$ cat src/rtl/uwire_pkg.sv
package uwire_pkg;

  typedef enum logic [1:0] {
    OP_EXT   = 2'b00,
    OP_WRITE = 2'b01,
    OP_READ  = 2'b10,
    OP_ERASE = 2'b11
  } op_e;

  typedef enum logic [2:0] {
    K_NONE, K_READ, K_WRITE, K_ERASE, K_WEN, K_WDS, K_ERAL, K_WRAL
  } kind_e;

  typedef enum logic [2:0] {
    ST_IDLE, ST_CMD, ST_DATA, ST_READ, ST_DONE, ST_BUSY
  } state_e;

  function automatic kind_e decode_kind(input logic [1:0] op, input logic [1:0] sub);
    kind_e k;
    case (op_e'(op))
      OP_READ:  k = K_READ;
      OP_WRITE: k = K_WRITE;
      OP_ERASE: k = K_ERASE;
      default: begin
        case (sub)
          2'b11:   k = K_WEN;
          2'b00:   k = K_WDS;
          2'b10:   k = K_ERAL;
          default: k = K_WRAL;
        endcase
      end
    endcase
    return k;
  endfunction

endpackage

$ cat src/rtl/uwire_sync.sv
module uwire_sync (
  input  logic clk,
  input  logic rst,
  input  logic cs,
  input  logic sk,
  input  logic di,
  output logic cs_q,
  output logic di_q,
  output logic sk_rise
);
  logic sk_q, sk_d;

  always_ff @(posedge clk) begin
    if (rst) begin
      cs_q <= 1'b0;
      sk_q <= 1'b0;
      sk_d <= 1'b0;
      di_q <= 1'b0;
    end else begin
      cs_q <= cs;
      sk_q <= sk;
      sk_d <= sk_q;
      di_q <= di;
    end
  end

  assign sk_rise = sk_q & ~sk_d;
endmodule

$ cat src/rtl/uwire_mem.sv
module uwire_mem #(
  parameter int ADDR_W = 6,
  parameter int DATA_W = 16
) (
  input  logic              clk,
  input  logic              we,
  input  logic [ADDR_W-1:0] waddr,
  input  logic [DATA_W-1:0] wdata,
  input  logic [ADDR_W-1:0] raddr,
  output logic [DATA_W-1:0] rdata
);
  localparam int DEPTH = 1 << ADDR_W;

  logic [DATA_W-1:0] mem [DEPTH];

  always_ff @(posedge clk) begin
    if (we) mem[waddr] <= wdata;
    rdata <= mem[raddr];
  end
endmodule

$ cat src/rtl/uwire_ctrl.sv
module uwire_ctrl
  import uwire_pkg::*;
#(
  parameter int ADDR_W   = 6,
  parameter int DATA_W   = 16,
  parameter int BUSY_CYC = 120
) (
  input  logic              clk,
  input  logic              rst,
  input  logic              cs_q,
  input  logic              di_q,
  input  logic              sk_rise,
  input  logic [DATA_W-1:0] rd_q,
  output logic [ADDR_W-1:0] rd_addr,
  output logic              mem_we,
  output logic [ADDR_W-1:0] mem_waddr,
  output logic [DATA_W-1:0] mem_wdata,
  output logic              do_q,
  output logic              do_oe,
  output logic              busy,
  output logic              wen
);
  localparam int DEPTH    = 1 << ADDR_W;
  localparam int CMD_W    = 2 + ADDR_W;
  localparam int BUSY_LEN = (BUSY_CYC > DEPTH) ? BUSY_CYC : DEPTH;
  localparam int TW       = $clog2(BUSY_LEN + 1);
  localparam int BMAX     = (CMD_W > DATA_W) ? CMD_W : DATA_W;
  localparam int BW       = $clog2(BMAX + 1);
  localparam logic [TW-1:0] LAST_T    = TW'(BUSY_LEN - 1);
  localparam logic [TW-1:0] DEPTH_T   = TW'(DEPTH);
  localparam logic [BW-1:0] CMD_LAST  = BW'(CMD_W - 1);
  localparam logic [BW-1:0] DATA_LAST = BW'(DATA_W - 1);

  state_e              state;
  kind_e               kind;
  kind_e               kind_nx;
  logic [CMD_W-2:0]    cmd_sr;
  logic [CMD_W-1:0]    cmd_nx;
  logic [DATA_W-1:0]   dat_sr;
  logic [DATA_W-1:0]   out_sr;
  logic [BW-1:0]       bcnt;
  logic [TW-1:0]       tcnt;
  logic                stat_en;
  logic                rd_first;
  logic                all_op;

  assign cmd_nx  = {cmd_sr, di_q};
  assign kind_nx = decode_kind(cmd_nx[CMD_W-1 -: 2], cmd_nx[ADDR_W-1 -: 2]);
  assign rd_addr = cmd_sr[ADDR_W-1:0];
  assign busy    = (state == ST_BUSY);

  // Memory write port: single ops write once, whole-array ops sweep
  always_comb begin
    all_op    = (kind == K_ERAL) || (kind == K_WRAL);
    mem_we    = busy && (all_op ? (tcnt < DEPTH_T) : (tcnt == '0));
    mem_waddr = all_op ? tcnt[ADDR_W-1:0] : cmd_sr[ADDR_W-1:0];
    mem_wdata = ((kind == K_ERASE) || (kind == K_ERAL)) ? '1 : dat_sr;
  end

  always_ff @(posedge clk) begin
    if (rst) begin
      state    <= ST_IDLE;
      kind     <= K_NONE;
      cmd_sr   <= '0;
      dat_sr   <= '0;
      out_sr   <= '0;
      bcnt     <= '0;
      tcnt     <= '0;
      wen      <= 1'b0;
      stat_en  <= 1'b0;
      rd_first <= 1'b0;
      do_q     <= 1'b0;
      do_oe    <= 1'b0;
    end else if (state == ST_BUSY) begin
      // status only; serial input ignored
      do_oe <= cs_q & stat_en;
      do_q  <= 1'b0;
      if (tcnt == LAST_T) begin
        state <= ST_IDLE;
        tcnt  <= '0;
      end else begin
        tcnt <= tcnt + 1'b1;
      end
    end else if (!cs_q) begin
      do_oe    <= 1'b0;
      do_q     <= 1'b0;
      rd_first <= 1'b0;
      state    <= ST_IDLE;
      if (state == ST_DONE) begin
        case (kind)
          K_WEN: wen <= 1'b1;
          K_WDS: wen <= 1'b0;
          K_WRITE, K_ERASE, K_ERAL, K_WRAL: begin
            if (wen) begin
              state   <= ST_BUSY;
              tcnt    <= '0;
              stat_en <= 1'b1;
            end
          end
          default: ;
        endcase
      end
    end else begin
      case (state)
        ST_IDLE: begin
          do_oe <= stat_en;
          do_q  <= 1'b1;
          if (sk_rise && di_q) begin
            state   <= ST_CMD;
            bcnt    <= '0;
            stat_en <= 1'b0;
            do_oe   <= 1'b0;
          end
        end
        ST_CMD: begin
          if (sk_rise) begin
            cmd_sr <= cmd_nx[CMD_W-2:0];
            bcnt   <= bcnt + 1'b1;
            if (bcnt == CMD_LAST) begin
              kind <= kind_nx;
              bcnt <= '0;
              case (kind_nx)
                K_READ: begin
                  state    <= ST_READ;
                  do_oe    <= 1'b1;
                  do_q     <= 1'b0;
                  rd_first <= 1'b1;
                end
                K_WRITE, K_WRAL: state <= ST_DATA;
                default:         state <= ST_DONE;
              endcase
            end
          end
        end
        ST_DATA: begin
          if (sk_rise) begin
            dat_sr <= {dat_sr[DATA_W-2:0], di_q};
            bcnt   <= bcnt + 1'b1;
            if (bcnt == DATA_LAST) state <= ST_DONE;
          end
        end
        ST_READ: begin
          if (sk_rise) begin
            rd_first <= 1'b0;
            if (rd_first) begin
              do_q   <= rd_q[DATA_W-1];
              out_sr <= {rd_q[DATA_W-2:0], 1'b0};
            end else begin
              do_q   <= out_sr[DATA_W-1];
              out_sr <= {out_sr[DATA_W-2:0], 1'b0};
            end
          end
        end
        default: ;
      endcase
    end
  end
endmodule

$ cat src/rtl/uwire_eeprom.sv
module uwire_eeprom #(
  parameter int ADDR_W   = 6,
  parameter int DATA_W   = 16,
  parameter int BUSY_CYC = 120
) (
  input  logic clk,
  input  logic rst,
  input  logic cs_i,
  input  logic sk_i,
  input  logic di_i,
  output logic do_o,
  output logic do_oe_o
);
  logic              cs_q, di_q, sk_rise;
  logic [DATA_W-1:0] rd_q;
  logic [ADDR_W-1:0] rd_addr;
  logic              mem_we;
  logic [ADDR_W-1:0] mem_waddr;
  logic [DATA_W-1:0] mem_wdata;
  logic              busy_w;
  logic              wen_w;

  uwire_sync u_sync (
    .clk(clk), .rst(rst), .cs(cs_i), .sk(sk_i), .di(di_i),
    .cs_q(cs_q), .di_q(di_q), .sk_rise(sk_rise)
  );

  uwire_ctrl #(.ADDR_W(ADDR_W), .DATA_W(DATA_W), .BUSY_CYC(BUSY_CYC)) u_ctrl (
    .clk(clk), .rst(rst), .cs_q(cs_q), .di_q(di_q), .sk_rise(sk_rise),
    .rd_q(rd_q), .rd_addr(rd_addr), .mem_we(mem_we), .mem_waddr(mem_waddr),
    .mem_wdata(mem_wdata), .do_q(do_o), .do_oe(do_oe_o),
    .busy(busy_w), .wen(wen_w)
  );

  uwire_mem #(.ADDR_W(ADDR_W), .DATA_W(DATA_W)) u_mem (
    .clk(clk), .we(mem_we), .waddr(mem_waddr), .wdata(mem_wdata),
    .raddr(rd_addr), .rdata(rd_q)
  );
endmodule

$ cat config.mk
export PLATFORM = sky130hd
export DESIGN_NAME = uwire_eeprom
export DESIGN_NICKNAME = d
export VERILOG_FILES = /design/src/rtl/uwire_pkg.sv /design/src/rtl/uwire_sync.sv /design/src/rtl/uwire_mem.sv /design/src/rtl/uwire_ctrl.sv /design/src/rtl/uwire_eeprom.sv
export SDC_FILE = /design/constraint.sdc
export NUM_CORES = 1
export LEC_CHECK = 0
export ABC_AREA = 1
export BUFFER_PORTS_ARGS = -buffer_cell sky130_fd_sc_hd__buf_2
export CAP_MARGIN = 20
export CORE_ASPECT_RATIO = 1.4
export CORE_MARGIN = 10
export CORE_UTILIZATION = 50
export CTS_CLUSTER_SIZE = 8
export DETAILED_ROUTE_END_ITERATION = 10
export PLACE_DENSITY = 0.68
export SYNTH_ARGS = -nofsm -noshare
export SYNTH_HDL_FRONTEND = slang
export SYNTH_HIERARCHICAL = 1
export SYNTH_SLANG_ARGS = --single-unit
$ cat constraint.sdc
create_clock -name clk -period 2.87 [get_ports clk]
set_input_delay 0.574 -clock clk [delete_from_list [all_inputs] [get_ports clk]]
set_output_delay 0.574 -clock clk [all_outputs]
set_load 0.02 [all_outputs]
==> flow_summary.toml <==
[outcome]
status = "finished clean"

[finish]
area.sequential_um2 = 32400
synthToLayoutAreaGrowth_pct = 13.1
final_layout_size_suffix_gt1_share_pct = 9.80
layout.cell_area.non_filler_um2 = 51600
multi_input_area_um2 = 11300
fillers = 7393
design.final.nets = 4117

[critical_path]
timing.critical_path.max_delay_family = "simple AND/OR/NAND/NOR gates"
crit-reg2reg-launch = "u_ctrl/state[2]"
arrival_ns = 3.01
worstRegToRegCells = 10
crit_path_start_kind = "flop"
worst_setup_path_end_kind = "flop"
critical_path_depth = 10
critical_register_to_register_path_endpoint = "u_mem/mem[3][11]"
rrSetupSlack_ns = 0.28
timing.critical_path.slowest_stage_cell = "dfxtp_1"
timing.critical_path.fanout_max = 16
path_cells = "inv_2 > nor2_4 > nand2_2 > inv_1 > nand2_1 > nor2_1 > buf_4 > nand2_1 > nor2_1 > buf_4"
path_buf_inv = 4
worst_path_largest_cell_delay_ns = 0.46
setup.worst_path.class = "flop to flop"
cp.required_ns = 3.29

[global_routing]
overflow = 0
initial_antenna_violation_count = 0
global_route.usage.total_pct = 22.6
grt_pass1_wl_um = 177000
grt_pass1_vias = 29700
grt_start_max_net_pins = 90

[clocking]
cts.htree.levels = 4
max-clock-path-buffers = 3
clkLatencyLatePin_ns = 0.75
cts_num_sinks = 1105
cts_tree = "done"
cts_root_buffer = "clkbuf_16"
clkTransAtPathRegs_ns = 0.05
cts_buffers = 156

[die]
die_x_um = 275
floorplan.rows = 131
placeableCoreArea_um2 = 90800
start_util_pct = 50.2
boundaryPins = 7
chipHeight_um = 377
die_area_um2 = 104000

[route]
route.detailed.vias_per_inst = 5.66
detail_route.drc_violations = 0
vias = 30300
number_of_search_and_repair_iterations_in_the_first_detailed_routing_pass = 6
initialDrtViolationCount = 2974
routed_wire_length_per_instance_um = 21.9
finalWirelength_um = 117000
final_antenna_net_count = 0

[pwr]
leakagePower_uw = 0.0179
max-vdd-ir-drop_mv = 0.606
share_seq_of_total_power_pct = 51.0
combPwrFrac_pct = 1.4
fraction_of_power_consumed_by_the_clock_network_pct = 47.6
switching_share_pct = 19.9
p_per_area_nw_per_um2 = 665
p_switching_uw = 6830
intPower_uw = 27500

[timing]
finalCriticalPeriod_ns = 2.59
fin_crit_sh_pct = 90.1
worst_slew_pin_slew_ns = 0.834
timing_hold_violations_final = 0
setup_ws_ns = 0.283
fmax_mhz = 387
relSlewSlack_pct = 44.4
final.setup_skew_ns = 0.0271
rsz0062_at_grt = "false"
final-max-slew-violation-count = 0
final.hold.worst_slack_ns = 0.0447
finalSetupViolCount = 0

[min_path]
hold_path.class = "input pin to flop"
hold_path_startpoint = "cs_i"
hold_path_depth = 3
min_to = "u_sync/cs_q"

[yosys]
synth.yosys.seq_area_share_pct = 71.0
synthesis.instances = 4027
synth.lib_cells_used.distinct = 37
synth_top_area_cell = "edfxtp_1"
synth-edff-count = 1024
synthTopCellsByCount = "1415 x nand2_1, 1024 x edfxtp_1, 891 x nand3_1"
yosys_register_bits = 1105
synthDominantCellAreaShare_pct = 67.4
synth_flop_cell = "edfxtp_1"
async_reset_ff_share_pct = 0
synthesis.area_per_instance_um2 = 11.3
yosys.cell_count.top_type = "nand2_1"
ys_warn_count = 6
synth_area_leaders = "edfxtp_1 67%, nand2_1 12%, nand3_1 9.8%, dfxtp_1 3.6%, buf_2 1.4%"
syn_nets = 4038
post_synth_instance_area_um2 = 45600

[run]
drv.max_cap_violation_count = 0

[placement]
placement.setup.worst_slack_ns = 0.361
portBuffers = 6
detailed_place.area_um2 = 47300
detailed_place_hpwl_um = 70500
place.gp.congestion = 0.942
through the flow:
step / cells / setup TNS, ns / power (µW) / utilization, %
after detailed placement: 5143 / 0 / 18300 / 52.1
final: 5351 / 0 / 34300 / 56.8
after global routing: 5350 / 0 / 35200 / 56.8
after global placement: 5143 / 0 / 18300 / 52.1
after CTS: 5350 / 0 / 34500 / 56.8
after floorplan: 4027 / -9.54 / 18100 / -
placed cells by master, fill, tap and decap left out, types with 3 or more instances in the layout:
| cell type | instances |
|---|---|
| inv_1 | 82 |
| nand3_1 | 891 |
| buf_4 | 125 |
| inv_16 | 4 |
| clkinv_8 | 4 |
| edfxtp_1 | 1024 |
| dfxtp_1 | 77 |
| o21ai_1 | 30 |
| nand2_2 | 18 |
| clkbuf_1 | 33 |
| a21oi_1 | 32 |
| clkbuf_16 | 159 |
| buf_12 | 37 |
| nor2_2 | 3 |
| buf_2 | 6 |
| dfxtp_4 | 3 |
| nor3_1 | 14 |
| a21oi_2 | 24 |
| nor3_2 | 4 |
| nand2_1 | 1399 |
| ha_1 | 6 |
| o21ai_0 | 45 |
| nand4_1 | 4 |
| nor3b_1 | 3 |
| nor2_1 | 97 |
| inv_6 | 5 |
per-layer routing:
layer | routed length (µm) | track usage [%] | vias up
met1 | 42600 | 26.1 | 14600
met5 | 0 | 0 | -
met2 | 60600 | 39.1 | 1214
li1 | - | - | 14100
met4 | 6950 | 13.3 | 0
met3 | 7270 | 3.73 | 300
cell type report:
type	instances	area share [%]
antenna	1	0.00485
clock buffer	192	7.95
tap	1197	2.90
sequential	1105	62.8
multi-input combinational	2585	22.0
timing repair buffer	170	3.35
inverter	88	0.696
clock inverter	13	0.344
worst max-delay path by stage:
stage / startpoint / end / slack [ns]
after floorplan: u_ctrl/kind[1] / u_mem/mem[55][0] / -0.16
after global placement: u_ctrl/state[2] / u_mem/mem[1][11] / 0.34
after detailed placement: u_ctrl/state[2] / u_mem/mem[17][1] / 0.36
after CTS: u_ctrl/state[2] / u_mem/mem[0][0] / 0.33
after global routing: u_ctrl/kind[1] / u_mem/mem[17][14] / 0.07
final: u_ctrl/state[2] / u_mem/mem[3][11] / 0.28
sequential cells by signal (all words and copies together) (netlist names):
register,flops
u_mem/rdata,16
u_ctrl/tcnt,7
u_ctrl/wen,1
u_ctrl/bcnt,5
u_sync/sk_d,1
u_ctrl/do_q,1
u_ctrl/state,3
u_ctrl/kind,3
u_ctrl/dat_sr,16
u_ctrl/out_sr,15
u_ctrl/stat_en,1
u_ctrl/rd_first,1
u_ctrl/cmd_sr,7
u_sync/di_q,1
u_sync/sk_q,1
u_mem/mem,1024
u_ctrl/do_oe,1
u_sync/cs_q,1
power groups by stage:
stage	clock network (µW)	registers [µW]	logic [µW]
final	16300	17500	492
after global routing	17200	17500	535
after CTS	16500	17500	485
after detailed placement	0	17800	480
after global placement	0	17800	473
after floorplan	0	17800	329
worst reg2reg max path, cell delays in order (launching register included):
cell	delay, ns
dfxtp_1	0.46
inv_2	0.10
nor2_4	0.15
nand2_2	0.11
inv_1	0.13
nand2_1	0.06
nor2_1	0.08
buf_4	0.17
nand2_1	0.46
nor2_1	0.25
buf_4	0.28
cell families after synthesis:
kind of cell	share of synthesized area [%]
fa+ha+maj	0.165
compound gates	1.74
mux	0.0247
buf+inv	4.28
xor+xnor	0.0384
simple gates	22.8
flops	71.0
timing repair:
action	in CTS	in global routing
setup endpoints to repair	0	0
buffers inserted	0	0
resized for setup	0	0
hold endpoints to repair	2	0
hold buffers	2	0
No activity file was read; power rests on OpenSTA's default activity.
